--- config.mk ---
export PLATFORM = sky130hd
export DESIGN_NAME = rcfg_sampler
export DESIGN_NICKNAME = d
export VERILOG_FILES = /design/src/rtl/rcfg_pkg.sv /design/src/rtl/rcfg_timer.sv /design/src/rtl/rcfg_latch.sv /design/src/rtl/rcfg_decode.sv /design/src/rtl/rcfg_sampler.sv
export SDC_FILE = /design/constraint.sdc
export NUM_CORES = 1
export LEC_CHECK = 0
export BUFFER_PORTS_ARGS = -buffer_cell sky130_fd_sc_hd__buf_2
export CORE_AREA = 2 2 39 41
export CTS_CLUSTER_DIAMETER = 50
export CTS_CLUSTER_SIZE = 40
export DETAILED_ROUTE_END_ITERATION = 6
export DIE_AREA = 0 0 41 43
export PLACE_DENSITY_LB_ADDON = 0.3
export SYNTH_ARGS = -nofsm -noshare
export SYNTH_HDL_FRONTEND = slang
export SYNTH_HIERARCHICAL = 1
export SYNTH_SLANG_ARGS = --single-unit
--- constraint.sdc ---
create_clock -name clk -period 4.2 [get_ports clk]
set_input_delay 1.05 -clock clk [delete_from_list [all_inputs] [get_ports clk]]
set_output_delay 1.05 -clock clk [all_outputs]
set_load 0.1 [all_outputs]
--- src/rtl/rcfg_pkg.sv ---
package rcfg_pkg;

  typedef enum logic [1:0] {
    BS_INTERNAL = 2'b00,
    BS_SERIAL   = 2'b01,
    BS_EXTERNAL = 2'b10,
    BS_EXT_ARB  = 2'b11
  } boot_src_e;

  // Arbitration code is unusable when the build forbids it
  function automatic logic arb_blocked(input logic cfg_on, input logic [1:0] code,
                                       input logic arb_ok);
    return cfg_on && (code == 2'b11) && !arb_ok;
  endfunction

  function automatic boot_src_e pick_src(input logic cfg_on, input logic [1:0] code,
                                         input logic idv, input logic arb_ok);
    boot_src_e s;
    if (!cfg_on)                          s = idv ? BS_INTERNAL : BS_SERIAL;
    else if (!idv)                        s = BS_SERIAL;
    else if (arb_blocked(cfg_on, code, arb_ok)) s = BS_SERIAL;
    else begin
      case (code)
        2'b00:   s = BS_INTERNAL;
        2'b01:   s = BS_SERIAL;
        2'b10:   s = BS_EXTERNAL;
        default: s = BS_EXT_ARB;
      endcase
    end
    return s;
  endfunction

endpackage

--- src/rtl/rcfg_timer.sv ---
module rcfg_timer #(
  parameter int RST_LEN  = 16,
  parameter int SMP_LEAD = 4
) (
  input  logic clk,
  input  logic por_n,
  input  logic rst_req,
  output logic rst_out,
  output logic start_stb,
  output logic smp_stb,
  output logic neg_stb
);
  localparam int CW = (RST_LEN > 2) ? $clog2(RST_LEN) : 1;
  localparam logic [CW-1:0] LAST = CW'(RST_LEN - 1);
  localparam logic [CW-1:0] SMPV = CW'(RST_LEN - 1 - SMP_LEAD);

  logic [CW-1:0] cnt;

  assign start_stb = rst_out && (cnt == '0);
  assign smp_stb   = rst_out && (cnt == SMPV);
  assign neg_stb   = rst_out && (cnt == LAST);

  always_ff @(posedge clk or negedge por_n) begin
    if (!por_n) begin
      rst_out <= 1'b1;
      cnt     <= '0;
    end else if (rst_out) begin
      if (cnt == LAST) begin
        rst_out <= 1'b0;
        cnt     <= '0;
      end else begin
        cnt <= cnt + 1'b1;
      end
    end else if (rst_req) begin
      rst_out <= 1'b1;
      cnt     <= '0;
    end
  end

  AST_REQ_STARTS: assert property (@(posedge clk) disable iff (!por_n)
    (!rst_out && rst_req) |=> (rst_out && start_stb));
  AST_REQ_IGNORED: assert property (@(posedge clk) disable iff (!por_n)
    (rst_out && !neg_stb) |=> rst_out);
  AST_NEG_DROPS: assert property (@(posedge clk) disable iff (!por_n)
    neg_stb |=> !rst_out);
  AST_SMP_BEFORE_NEG: assert property (@(posedge clk) disable iff (!por_n)
    smp_stb |=> (rst_out && !neg_stb));

endmodule

--- src/rtl/rcfg_latch.sv ---
module rcfg_latch (
  input  logic       clk,
  input  logic       por_n,
  input  logic       start_stb,
  input  logic       smp_stb,
  input  logic       neg_stb,
  input  logic       wake_pin,
  input  logic       cfg_en_n,
  input  logic [1:0] boot_pins,
  input  logic [1:0] clk_pins,
  output logic       wake_act,
  output logic       stat_wake,
  output logic       stat_cfg,
  output logic [1:0] stat_boot,
  output logic [1:0] clk_cfg
);
  logic cfg_on;
  assign cfg_on = !cfg_en_n;

  always_ff @(posedge clk or negedge por_n) begin
    if (!por_n) begin
      wake_act  <= 1'b0;
      stat_wake <= 1'b0;
      stat_cfg  <= 1'b0;
      stat_boot <= 2'b00;
      clk_cfg   <= 2'b00;
    end else begin
      if (start_stb) wake_act <= wake_pin;
      if (smp_stb) begin
        stat_wake <= wake_pin;
        stat_cfg  <= cfg_on;
        stat_boot <= cfg_on ? boot_pins : 2'b00;
      end
      if (neg_stb) clk_cfg <= cfg_on ? clk_pins : 2'b00;
    end
  end

  AST_BOOT_GATED: assert property (@(posedge clk) disable iff (!por_n)
    (smp_stb && cfg_en_n) |=> (stat_boot == 2'b00));
  AST_BOOT_HOLD: assert property (@(posedge clk) disable iff (!por_n)
    !smp_stb |=> ($stable(stat_boot) && $stable(stat_wake)));
  AST_CLK_HOLD: assert property (@(posedge clk) disable iff (!por_n)
    !neg_stb |=> $stable(clk_cfg));
  AST_WAKE_HOLD: assert property (@(posedge clk) disable iff (!por_n)
    !start_stb |=> $stable(wake_act));

endmodule

--- src/rtl/rcfg_decode.sv ---
module rcfg_decode
  import rcfg_pkg::*;
#(
  parameter bit ARB_EN = 1'b1
) (
  input  logic       clk,
  input  logic       por_n,
  input  logic       stat_cfg,
  input  logic [1:0] stat_boot,
  input  logic       id_valid,
  output logic [1:0] boot_src,
  output logic       arb_err
);
  boot_src_e src;

  always_comb begin
    src     = pick_src(stat_cfg, stat_boot, id_valid, ARB_EN);
    arb_err = arb_blocked(stat_cfg, stat_boot, ARB_EN);
  end
  assign boot_src = src;

  AST_ERR_SERIAL: assert property (@(posedge clk) disable iff (!por_n)
    arb_err |-> (boot_src == 2'b01));
  AST_CODE01_SERIAL: assert property (@(posedge clk) disable iff (!por_n)
    (stat_cfg && stat_boot == 2'b01) |-> (boot_src == 2'b01));
  AST_NOID_SERIAL: assert property (@(posedge clk) disable iff (!por_n)
    (stat_cfg && !id_valid) |-> (boot_src == 2'b01));

endmodule

--- src/rtl/rcfg_sampler.sv ---
module rcfg_sampler #(
  parameter int RST_LEN  = 16,
  parameter bit ARB_EN   = 1'b1
) (
  input  logic       clk,
  input  logic       por_n,
  input  logic       rst_req,
  input  logic       cfg_en_n,
  input  logic [1:0] boot_pins,
  input  logic       wake_pin,
  input  logic [1:0] clk_pins,
  input  logic       id_valid,
  output logic       rst_out,
  output logic       mode_ready,
  output logic       wake_act,
  output logic       stat_wake,
  output logic       stat_cfg,
  output logic [1:0] stat_boot,
  output logic [1:0] clk_cfg,
  output logic [1:0] boot_src,
  output logic       arb_err
);
  localparam int SMP_LEAD = 4;

  logic start_stb, smp_stb, neg_stb;

  rcfg_timer #(.RST_LEN(RST_LEN), .SMP_LEAD(SMP_LEAD)) u_timer (
    .clk(clk), .por_n(por_n), .rst_req(rst_req), .rst_out(rst_out),
    .start_stb(start_stb), .smp_stb(smp_stb), .neg_stb(neg_stb)
  );

  rcfg_latch u_latch (
    .clk(clk), .por_n(por_n), .start_stb(start_stb), .smp_stb(smp_stb),
    .neg_stb(neg_stb), .wake_pin(wake_pin), .cfg_en_n(cfg_en_n),
    .boot_pins(boot_pins), .clk_pins(clk_pins), .wake_act(wake_act),
    .stat_wake(stat_wake), .stat_cfg(stat_cfg), .stat_boot(stat_boot),
    .clk_cfg(clk_cfg)
  );

  rcfg_decode #(.ARB_EN(ARB_EN)) u_decode (
    .clk(clk), .por_n(por_n), .stat_cfg(stat_cfg), .stat_boot(stat_boot),
    .id_valid(id_valid), .boot_src(boot_src), .arb_err(arb_err)
  );

  assign mode_ready = !rst_out;

  AST_READY_TRACKS: assert property (@(posedge clk) disable iff (!por_n)
    $fell(rst_out) |-> mode_ready);

  initial begin
    AST_LEN_OK: assert (RST_LEN > SMP_LEAD + 1);
  end

endmodule

* After elaboration in Yosys (flattened, before gate mapping) *
Index checks and enable logic that the tools add are counted.

storage, ports and cells
  register bits = 12
  logic and storage cells = 32

cells by class
  add/sub/neg operators = 1
  equal/unequal tests = 4
  multiplexer cells = 12
  reduce and logical (&&, ||, !) cells = 8

operator list
  cell                 number
  $mux 4               3
  $eq 4x4->1 const B   2
  $mux 2               4
  $pmux 2 s3           1
  $add 4x1->4 const B  1
  $logic_not 4->1      1
  $mux 1               4
  $logic_and 1x1->1    3
  $eq 2x1->1 const B   1
  $eq 2x2->1 const B   1
  $logic_not 1->1      2
  $logic_not 2->1      1
  $reduce_bool 2->1    1

* Depth between registers and ports, before layout *
Gate-level depths: netlist of run 1.

  depth after elaboration = 4
  depth in mapped cells = 5
  depth with buffers taken out = 5

* Modules after synthesis *
The synthesis of run 1 kept the hierarchy.

modules (own cells, without submodules)
  module        instances  cells each  area each (sq um)
  rcfg_timer    1          34          321.6
  rcfg_latch    1          23          280.3
  rcfg_decode   1          4           28.8
  rcfg_sampler  1          1           3.8

* Worst setup path after synthesis of run 1 *
OpenSTA, ideal clock, no wires.

  path kind = input to output
  from = input id_valid
  to = output boot_src[0]
  arrival time = 1.755 ns
  setup slack = 1.395 ns
  stages on the path = 1
  path buffers = 0
  cells stage by stage = a21bo_1

on the way
  word-level cells in the longest chain between the ends = 2

ends and longest elaborated chain
  item                              RTL line                        source
  from (decl)                       rcfg_sampler.sv:12              input logic id_valid,
  $mux 1 or $mux 2 (tied branches)  rcfg_pkg.sv:19, rcfg_pkg.sv:20
  $mux 2 (*)                        rcfg_pkg.sv:19                  if (!cfg_on) s = idv ? BS_INTERNAL : BS_SERIAL;
  to (decl)                         rcfg_sampler.sv:20              output logic [1:0] boot_src,

Mark *: on every way between the ends. The rest lies on a longest branch, timed or not.

* Worst setup path in the final report of run 1 *
Ends and elaborated chain as after synthesis.

==> metrics.md, run 1 <==
| Metric | Value |
|---|---|
| Crit Path Max Fanout | 2 |
| Total CTS buffers | 3 |
| Post-route DRC | 0 |
| Vias in the first global route | 417 |
| Worst-Skew Late Latency | 0.27 ns |
| Ys Warns | 6 |
| Hold buffer count at CTS | 0 |
| Worst EP arrival | 1.72 ns |
| Row Count | 14 |
| Synth top area share | 43.4% |
| Synth top area cells | dfrtp_1 (43%), inv_1 (5.9%), nand3b_1 (4.7%) |
| GR Util met2 | 21.6% |
| H-tree depth | 1 |
| Crit-path slowest cell | buf_2 |
| Clock Sinks | 12 |
| FF-to-FF Start | u_timer/rst_out |
| CP peak stage delay | 0.41 ns |
| Worst Setup SP | id_valid |
| Initial DRC Count | 8 |
| GP Congestion | 0.793 |
| Synth Instances | 62 |
| Commonest cells after routing, fill and taps aside | buf_2 (20), dfrtp_1 (11), inv_1 (10) |
| Pin count of the biggest net entering global routing | 13 |
| Reg2reg setup slack | 2.58 ns |
| DRT Wirelength | 1050 um |
| Crit Path Category | input pin to output port |
| Routed Antenna Nets | 0 |
| Port bufs | 20 |
| Cell variety after synth | 25 |
| Top FF cell, synth | dfrtp_1 |
| GR Layer Usage met3 | 6.28% |
| Gr busiest metal | met2 |
| Gr ovfl total | 0 |
| P&R area growth vs syn | 19.9% |
| Max Clk Rate | 361 MHz |
| Initial antenna violation count | 0 |
| Fin. max-slew vios | 0 |
| Cell area after synthesis | 634 um^2 |
| Reg clk slew, reported paths | 0.07 ns |
| EDFF count, synth | 0 |
| Syn Nets | 74 |
| Share of cells above drive strength 1 | 38.6% |
| Post-synth top area cell | dfrtp_1 |
| Worst min path class | flip-flop to flip-flop |
| HPWL after detailed placement | 827 um |
| Number of I/O pins | 22 |
| First-pass GRT wire length | 1780 um |
| Post-synthesis register bit count | 12 |
| Crit-path most repeated cell | buf_2 |
| Final hold violations | 0 |
| Syn Area/Cell | 10.2 um^2 |
| First drt pass iteration count | 4 |
| Die area | 1760 um^2 |
| CORE AREA | 1380 um^2 |
| Diodes inserted | 0 |
| Status | complete, no violations |
| Post-CTS Resized | 0 |
| Final net count | 96 |
| Setup TNS Final | 0 ns |
| Most common cell after layout, fill and taps aside | buf_2 |
| RSZ-0062 raised after global routing | no |
| Post-CTS Setup Inserts | 0 |
| Vias | 486 |
| Hold_sp | u_latch/wake_act |
| Sequential fraction of the synthesis area | 47.5% |
| CTS tree | done |
| Ys async rst share | 100% |
| Startpoint types | input pin |
| Tmin final | 2.77 ns |
| Die width | 41 um |
| Die Height | 43 um |
| Setup violators final | 0 |
| Period utilization | 65.9% |
| Worst path required time | 3.15 ns |
| Via density per instance | 4.91 |
| GRT met1 Usage | 20.0% |
| Clk buf depth | 2 |
| CP endpoint kind | output port |
| Wire length per cell | 10.6 um |
| Skew final | 0.00215 ns |
| Initial Util | 45.8% |
| Max-cap violations | 0 |
| Root buffer cell | clkbuf_4 |
| CP Cell Sequence | buf_2 -> a21bo_1 -> buf_2 |
| GRT Total Usage | 15.2% |
## area by class of cell
class / instances / area, um^2
Clock buffer: 4 / 36.3
Fill cell: 136 / 623
Inverter: 10 / 37.5
Multi-Input combinational cell: 37 / 265
Sequential cell: 12 / 302
Tap cell: 16 / 20.0
Timing Repair Buffer: 20 / 100
## state kept, by name, indices dropped and copies added, names as in the netlist
name	count
u_latch/clk_cfg	2
u_latch/stat_boot	2
u_latch/stat_cfg	1
u_latch/stat_wake	1
u_latch/wake_act	1
u_timer/cnt	4
u_timer/rst_out	1
## cells in the mapped netlist, types with 2 or more instances
cell type,count
a21oi_1,3
buf_6,2
nand3_2,2
ha_1,2
nand3_1,2
nand2_1,5
dfrtp_1,11
inv_1,10
nor2_1,2
nand3b_1,4
mux2i_1,2
o21ai_0,4
## through the flow
stage | hold WS, ns | instances | utilization [%] | cell area (um^2) | worst slack, ns
2_1_floorplan | 0.508 | 62 | - | 634 | 1.40
5_1_grt | 0.522 | 99 | 55.0 | 761 | 1.40
3_5_place_dp | 0.492 | 95 | 52.4 | 724 | 1.43
3_3_place_gp | 0.489 | 95 | 52.4 | 724 | 1.43
6_report | 0.502 | 99 | 55.0 | 761 | 1.43
4_1_cts | 0.509 | 99 | 55.0 | 761 | 1.43
## final timing paths
path | to | cells past startpoint
worst min-delay path | u_latch/wake_act | 1
max in group asynchronous | u_timer/rst_out | 1
worst max register to register | u_latch/stat_wake | 3
min in group asynchronous | u_latch/stat_boot[1] | 1
worst min register to register | u_latch/wake_act | 1
worst max-delay path | boot_src[0] | 3
## routing by layer
metal,part of all wire (%),vias to the layer above,routed length (um)
met3,8.7,5,91
met2,46,17,481
li1,-,243,-
met1,44,221,458
met5,0,-,0
met4,1.4,0,15
## critical path, delay by kind of cell
kind	cells	cell delay [ns]
compound gates	1	0.16
buf+inv	2	0.51
## kinds of logic after synthesis
| group | share of synthesized area [%] |
|---|---|
| simple gates | 20.7 |
| other cells | 0.591 |
| buf+inv | 10.7 |
| fa+ha+maj | 3.94 |
| flops | 47.5 |
| mux | 7.30 |
| compound gates | 9.27 |
Power of run 1 is not shown: default switching activity piles up to over one toggle a cycle in this logic, so the estimate is an artifact.
==> inputs of run 2 (changes only) <==
Settings changed: CORE_AREA 2 2 39 41 to unset, CORE_MARGIN set to 2, CORE_UTILIZATION set to 42, DIE_AREA 0 0 41 43 to unset.
Clock period 4.2 ns to 2.4 ns, I/O delays scaled along.
==> metrics.md, run 2 (synthesis results as in run 1) <==
| Metric | Value |
|---|---|
| Initial antenna violation count | 0 |
| Total CTS buffers | 3 |
| Worst EP arrival | 1.47 ns |
| Placed Instances | 95 |
| Filler instances | 136 |
| Crit Path Max Fanout | 12 |
| Max reg flops | 4 |
| H-tree depth | 1 |
| Final hold violations | 0 |
| CP peak stage delay | 0.71 ns |
| Most common cell after layout, fill and taps aside | buf_2 |
| Largest regs | u_timer/cnt x4, u_latch/clk_cfg x2, u_latch/stat_boot x2 |
| HPWL after detailed placement | 841 um |
| Root buffer cell | clkbuf_4 |
| Initial Util | 43.6% |
| Status | complete, no violations |
| Sequential cell area | 302 um^2 |
| CORE AREA | 1450 um^2 |
| Pin count of the biggest net entering global routing | 13 |
| Worst min path class | input pin to async pin |
| Via density per instance | 5.08 |
| CP endpoint kind | output port |
| Share of cells above drive strength 1 | 38.6% |
| Clock Sinks | 12 |
| Area of the multi-input gates | 265 um^2 |
| Vias in the first global route | 504 |
| First-pass GRT wire length | 2080 um |
| Routed Antenna Nets | 0 |
| Crit-path slowest cell | dfstp_2 |
| Worst Setup SP | u_timer/rst_out |
| Tmin final | 2.07 ns |
| Fin cells | 99 |
| Die area | 1840 um^2 |
| Vias | 503 |
| Setup TNS Final | 0 ns |
| Reg with most FFs | u_timer/cnt |
| Period utilization | 86.3% |
| Initial DRC Count | 6 |
| DP Area | 724 um^2 |
| Worst-Skew Late Latency | 0.27 ns |
| Post-CTS Resized | 0 |
| CP Buf/Inv Count | 1 |
| Startpoint types | flip-flop |
| Port bufs | 20 |
| CP top delay family | flip-flops |
| GRT Total Usage | 15.5% |
| Number of I/O pins | 22 |
| Gr ovfl total | 0 |
| P&R area growth vs syn | 19.9% |
| Die width | 42.9 um |
| Max-cap violations | 0 |
| Clk buf depth | 2 |
| Final net count | 96 |
| Crit Path Category | flip-flop to output port |
| CP Cell Sequence | buf_2 |
| Row Count | 14 |
| RSZ-0062 raised after global routing | no |
| Post-route DRC | 0 |
| Fin util | 52.3% |
| First drt pass iteration count | 4 |
| FF-to-FF Start | u_timer/rst_out |
| GP Congestion | 0.788 |
| Hold buffer count at CTS | 0 |
| Commonest cells after routing, fill and taps aside | buf_2 (20), dfrtp_1 (11), inv_1 (10) |
| Reg clk slew, reported paths | 0.08 ns |
| DRT Wirelength | 1140 um |
| Max Clk Rate | 483 MHz |
| Diodes inserted | 0 |
| CTS tree | done |
| Fin. max-slew vios | 0 |
| Worst path required time | 1.80 ns |
| Post-CTS Setup Inserts | 0 |
| Skew final | 0.00675 ns |
| Die Height | 42.9 um |
| Setup violators final | 0 |
| Final instance area | 761 um^2 |
| Wire length per cell | 11.5 um |
-- run 2: cell counts in the layout (fill, tap and decap cells not counted) --
No cell type changed its count.
-- run 2: layout make-up --
class | count | share of cell area (%)
clock buffer | 4 | 4.77
tap | 16 | 2.63
timing repair buffer | 20 | 13.2
multi-input combinational | 37 | 34.9
sequential | 12 | 39.6
inverter | 10 | 4.93
-- run 2: metrics by stage --
stage / hold WS, ns / setup slack [ns]
5_1_grt: 0.202 / 0.290
3_3_place_gp: 0.486 / 0.532
6_report: 0.193 / 0.330
4_1_cts: 0.194 / 0.326
3_5_place_dp: 0.494 / 0.520
2_1_floorplan: 0.304 / 0.121
-- run 2: final timing paths --
check	depth (start not counted)	endpoint	slack (ns)
worst max-delay path	1	rst_out	0.33
worst min-delay path	1	u_timer/cnt[2]	0.19
worst max register to register	3	u_latch/stat_wake	0.71
worst min register to register	1	u_latch/wake_act	0.50
max in group asynchronous	1	u_timer/rst_out	1.94
min in group clk	1	u_latch/wake_act	0.50
-- run 2: per-layer routing --
| metal | routed length, um | share of wire, % | up-vias | track usage [%] |
|---|---|---|---|---|
| met3 | 81 | 7.1 | 4 | 2.55 |
| li1 | - | - | 244 | - |
| met2 | 541 | 47 | 21 | 25.8 |
| met1 | 489 | 43 | 234 | 18.5 |
| met5 | 0 | 0 | - | 0 |
| met4 | 29 | 2.5 | 0 | 9.38 |
Power of run 2 is left out for the same reason.
==> inputs of run 3 (changes only) <==
Settings changed: ABC_AREA set to 1, CORE_UTILIZATION 42 to 41.
==> metrics.md, run 3 <==
| Metric | Value |
|---|---|
| CP top delay family | flip-flops |
| Port bufs | 20 |
| Area of the multi-input gates | 236 um^2 |
| Initial DRC Count | 5 |
| Vias in the first global route | 435 |
| Post-synthesis register bit count | 12 |
| Crit Path Max Fanout | 6 |
| Setup violators final | 0 |
| Setup TNS Final | 0 ns |
| Final hold violations | 0 |
| Commonest cells after routing, fill and taps aside | nand2_1 (24), buf_2 (20), inv_1 (11), dfrtp_1 (11), nand3_1 (8) |
| HPWL after detailed placement | 818 um |
| Post-synth top area cell | dfrtp_1 |
| Initial antenna violation count | 0 |
| Die area | 1750 um^2 |
| First-pass GRT wire length | 1840 um |
| CP Buf/Inv Count | 1 |
| CP Cell Sequence | buf_2 |
| Diodes inserted | 0 |
| DRT Wirelength | 1060 um |
| Total CTS buffers | 3 |
| Via density per instance | 4.51 |
| Worst min path class | input pin to async pin |
| Cell with the most instances after synthesis | nand2_1 |
| Period utilization | 78.7% |
| Final net count | 111 |
| Worst path required time | 1.80 ns |
| Root buffer cell | clkbuf_4 |
| Most common cell after layout, fill and taps aside | nand2_1 |
| Max reg flops | 4 |
| CORE AREA | 1320 um^2 |
| Die Height | 41.8 um |
| CTS tree | done |
| R2r worst-path depth | 6 |
| H-tree depth | 1 |
| Clk buf depth | 2 |
| RSZ-0062 raised after global routing | no |
| FF-to-FF Start | u_timer/cnt[0] |
| Status | complete, no violations |
| Max Clk Rate | 530 MHz |
| Syn Area/Cell | 7.82 um^2 |
| Pin count of the biggest net entering global routing | 13 |
| Routed Antenna Nets | 0 |
| Initial Util | 44.5% |
| Filler instances | 134 |
| Synth top area share | 46.9% |
| Crit-path slowest cell | dfstp_2 |
| Synth top area cells | dfrtp_1 (47%), nand2_1 (15%), inv_1 (7.0%) |
| Ys Warns | 6 |
| Tmin final | 1.89 ns |
| Post-CTS Resized | 0 |
| Top FF cell, synth | dfrtp_1 |
| CP peak stage delay | 0.58 ns |
| Post-CTS Setup Inserts | 0 |
| GRT Total Usage | 14.1% |
| Wire length per cell | 9.35 um |
| Startpoint types | flip-flop |
| Worst EP arrival | 1.29 ns |
| Vias | 510 |
| Fin. max-slew vios | 0 |
| FF-to-FF End | u_latch/clk_cfg[1] |
| Top cells by count, synth | nand2_1 (24), dfrtp_1 (11), inv_1 (11) |
| Sequential cell area | 302 um^2 |
| Worst-Skew Late Latency | 0.27 ns |
| Gr ovfl total | 0 |
| GP Congestion | 0.767 |
| Share of cells above drive strength 1 | 29.6% |
| Ys async rst share | 100% |
| Row Count | 13 |
| Crit Path Category | flip-flop to output port |
| Reg2reg setup slack | 1.09 ns |
| EDFF count, synth | 0 |
| Skew final | 0.00810 ns |
| Post-route DRC | 0 |
| Clock Sinks | 12 |
| Sequential fraction of the synthesis area | 51.4% |
| Number of I/O pins | 22 |
| Reg with most FFs | u_timer/cnt |
| CP endpoint kind | output port |
| Hold buffer count at CTS | 0 |
| Max-cap violations | 0 |
| Reg clk slew, reported paths | 0.07 ns |
| Die width | 41.8 um |
| Syn Nets | 87 |
| Largest regs | u_timer/cnt x4, u_latch/clk_cfg x2, u_latch/stat_boot x2 |
| P&R area growth vs syn | 24.7% |
| Synth Instances | 75 |
| First drt pass iteration count | 4 |
| Cell variety after synth | 16 |
| Cell area after synthesis | 587 um^2 |
## run 3: cell types whose count changed in the layout (fill, tap and decap cells not counted), moves of 2 or more
cell | previous run | this run
mux2i_1 | 2 | 0
nor2_1 | 2 | 4
nand3b_1 | 4 | 0
nand3_2 | 2 | 0
inv_2 | 0 | 2
o21ai_1 | 0 | 2
nand2_1 | 5 | 24
a21oi_1 | 3 | 1
nand3_1 | 2 | 8
## run 3: worst max path at each step
stage,from,endpoint,cells past startpoint
after global routing,u_timer/rst_out,rst_out,1
after CTS,u_timer/rst_out,rst_out,1
after floorplan,u_latch/stat_cfg,boot_src[0],2
after global placement,id_valid,boot_src[1],4
final,u_timer/rst_out,rst_out,1
after detailed placement,id_valid,boot_src[1],4
## run 3: per-layer routing
metal,up-vias,routed length (um),track usage [%]
met5,-,0,0
met4,0,0,1.94
met3,0,86,8.26
met2,16,479,20.0
met1,216,491,19.1
li1,278,-,-
## run 3: area by class of cell
cell class                      count  share of cell area, %
Tap cell                           15                   2.56
Clock buffer                        4                   3.59
Sequential cell                    12                   41.2
Inverter                           13                   6.67
Multi-Input combinational cell     49                   32.3
Timing Repair Buffer               20                   13.7
## run 3: cells by family after synthesis
group | Yosys count | share of synthesized area (%)
compound gates | 7 | 6.61
simple gates | 39 | 27.5
flops | 12 | 51.4
buf+inv | 14 | 9.60
other cells | 1 | 0.639
fa+ha+maj | 2 | 4.26
## run 3: metrics by stage
stage          std cells  worst slack, ns  utilization [%]  instance area, um^2  hold WS (ns)
6_report             113            0.512             55.6                  732         0.190
5_1_grt              113            0.468             55.6                  732         0.211
4_1_cts              113            0.491             55.6                  732         0.194
3_5_place_dp         109            0.547             53.6                  706         0.471
3_3_place_gp         109            0.558             53.6                  706         0.450
2_1_floorplan         75           0.0778                -                  594         0.304
Power of run 3 is left out for the same reason.
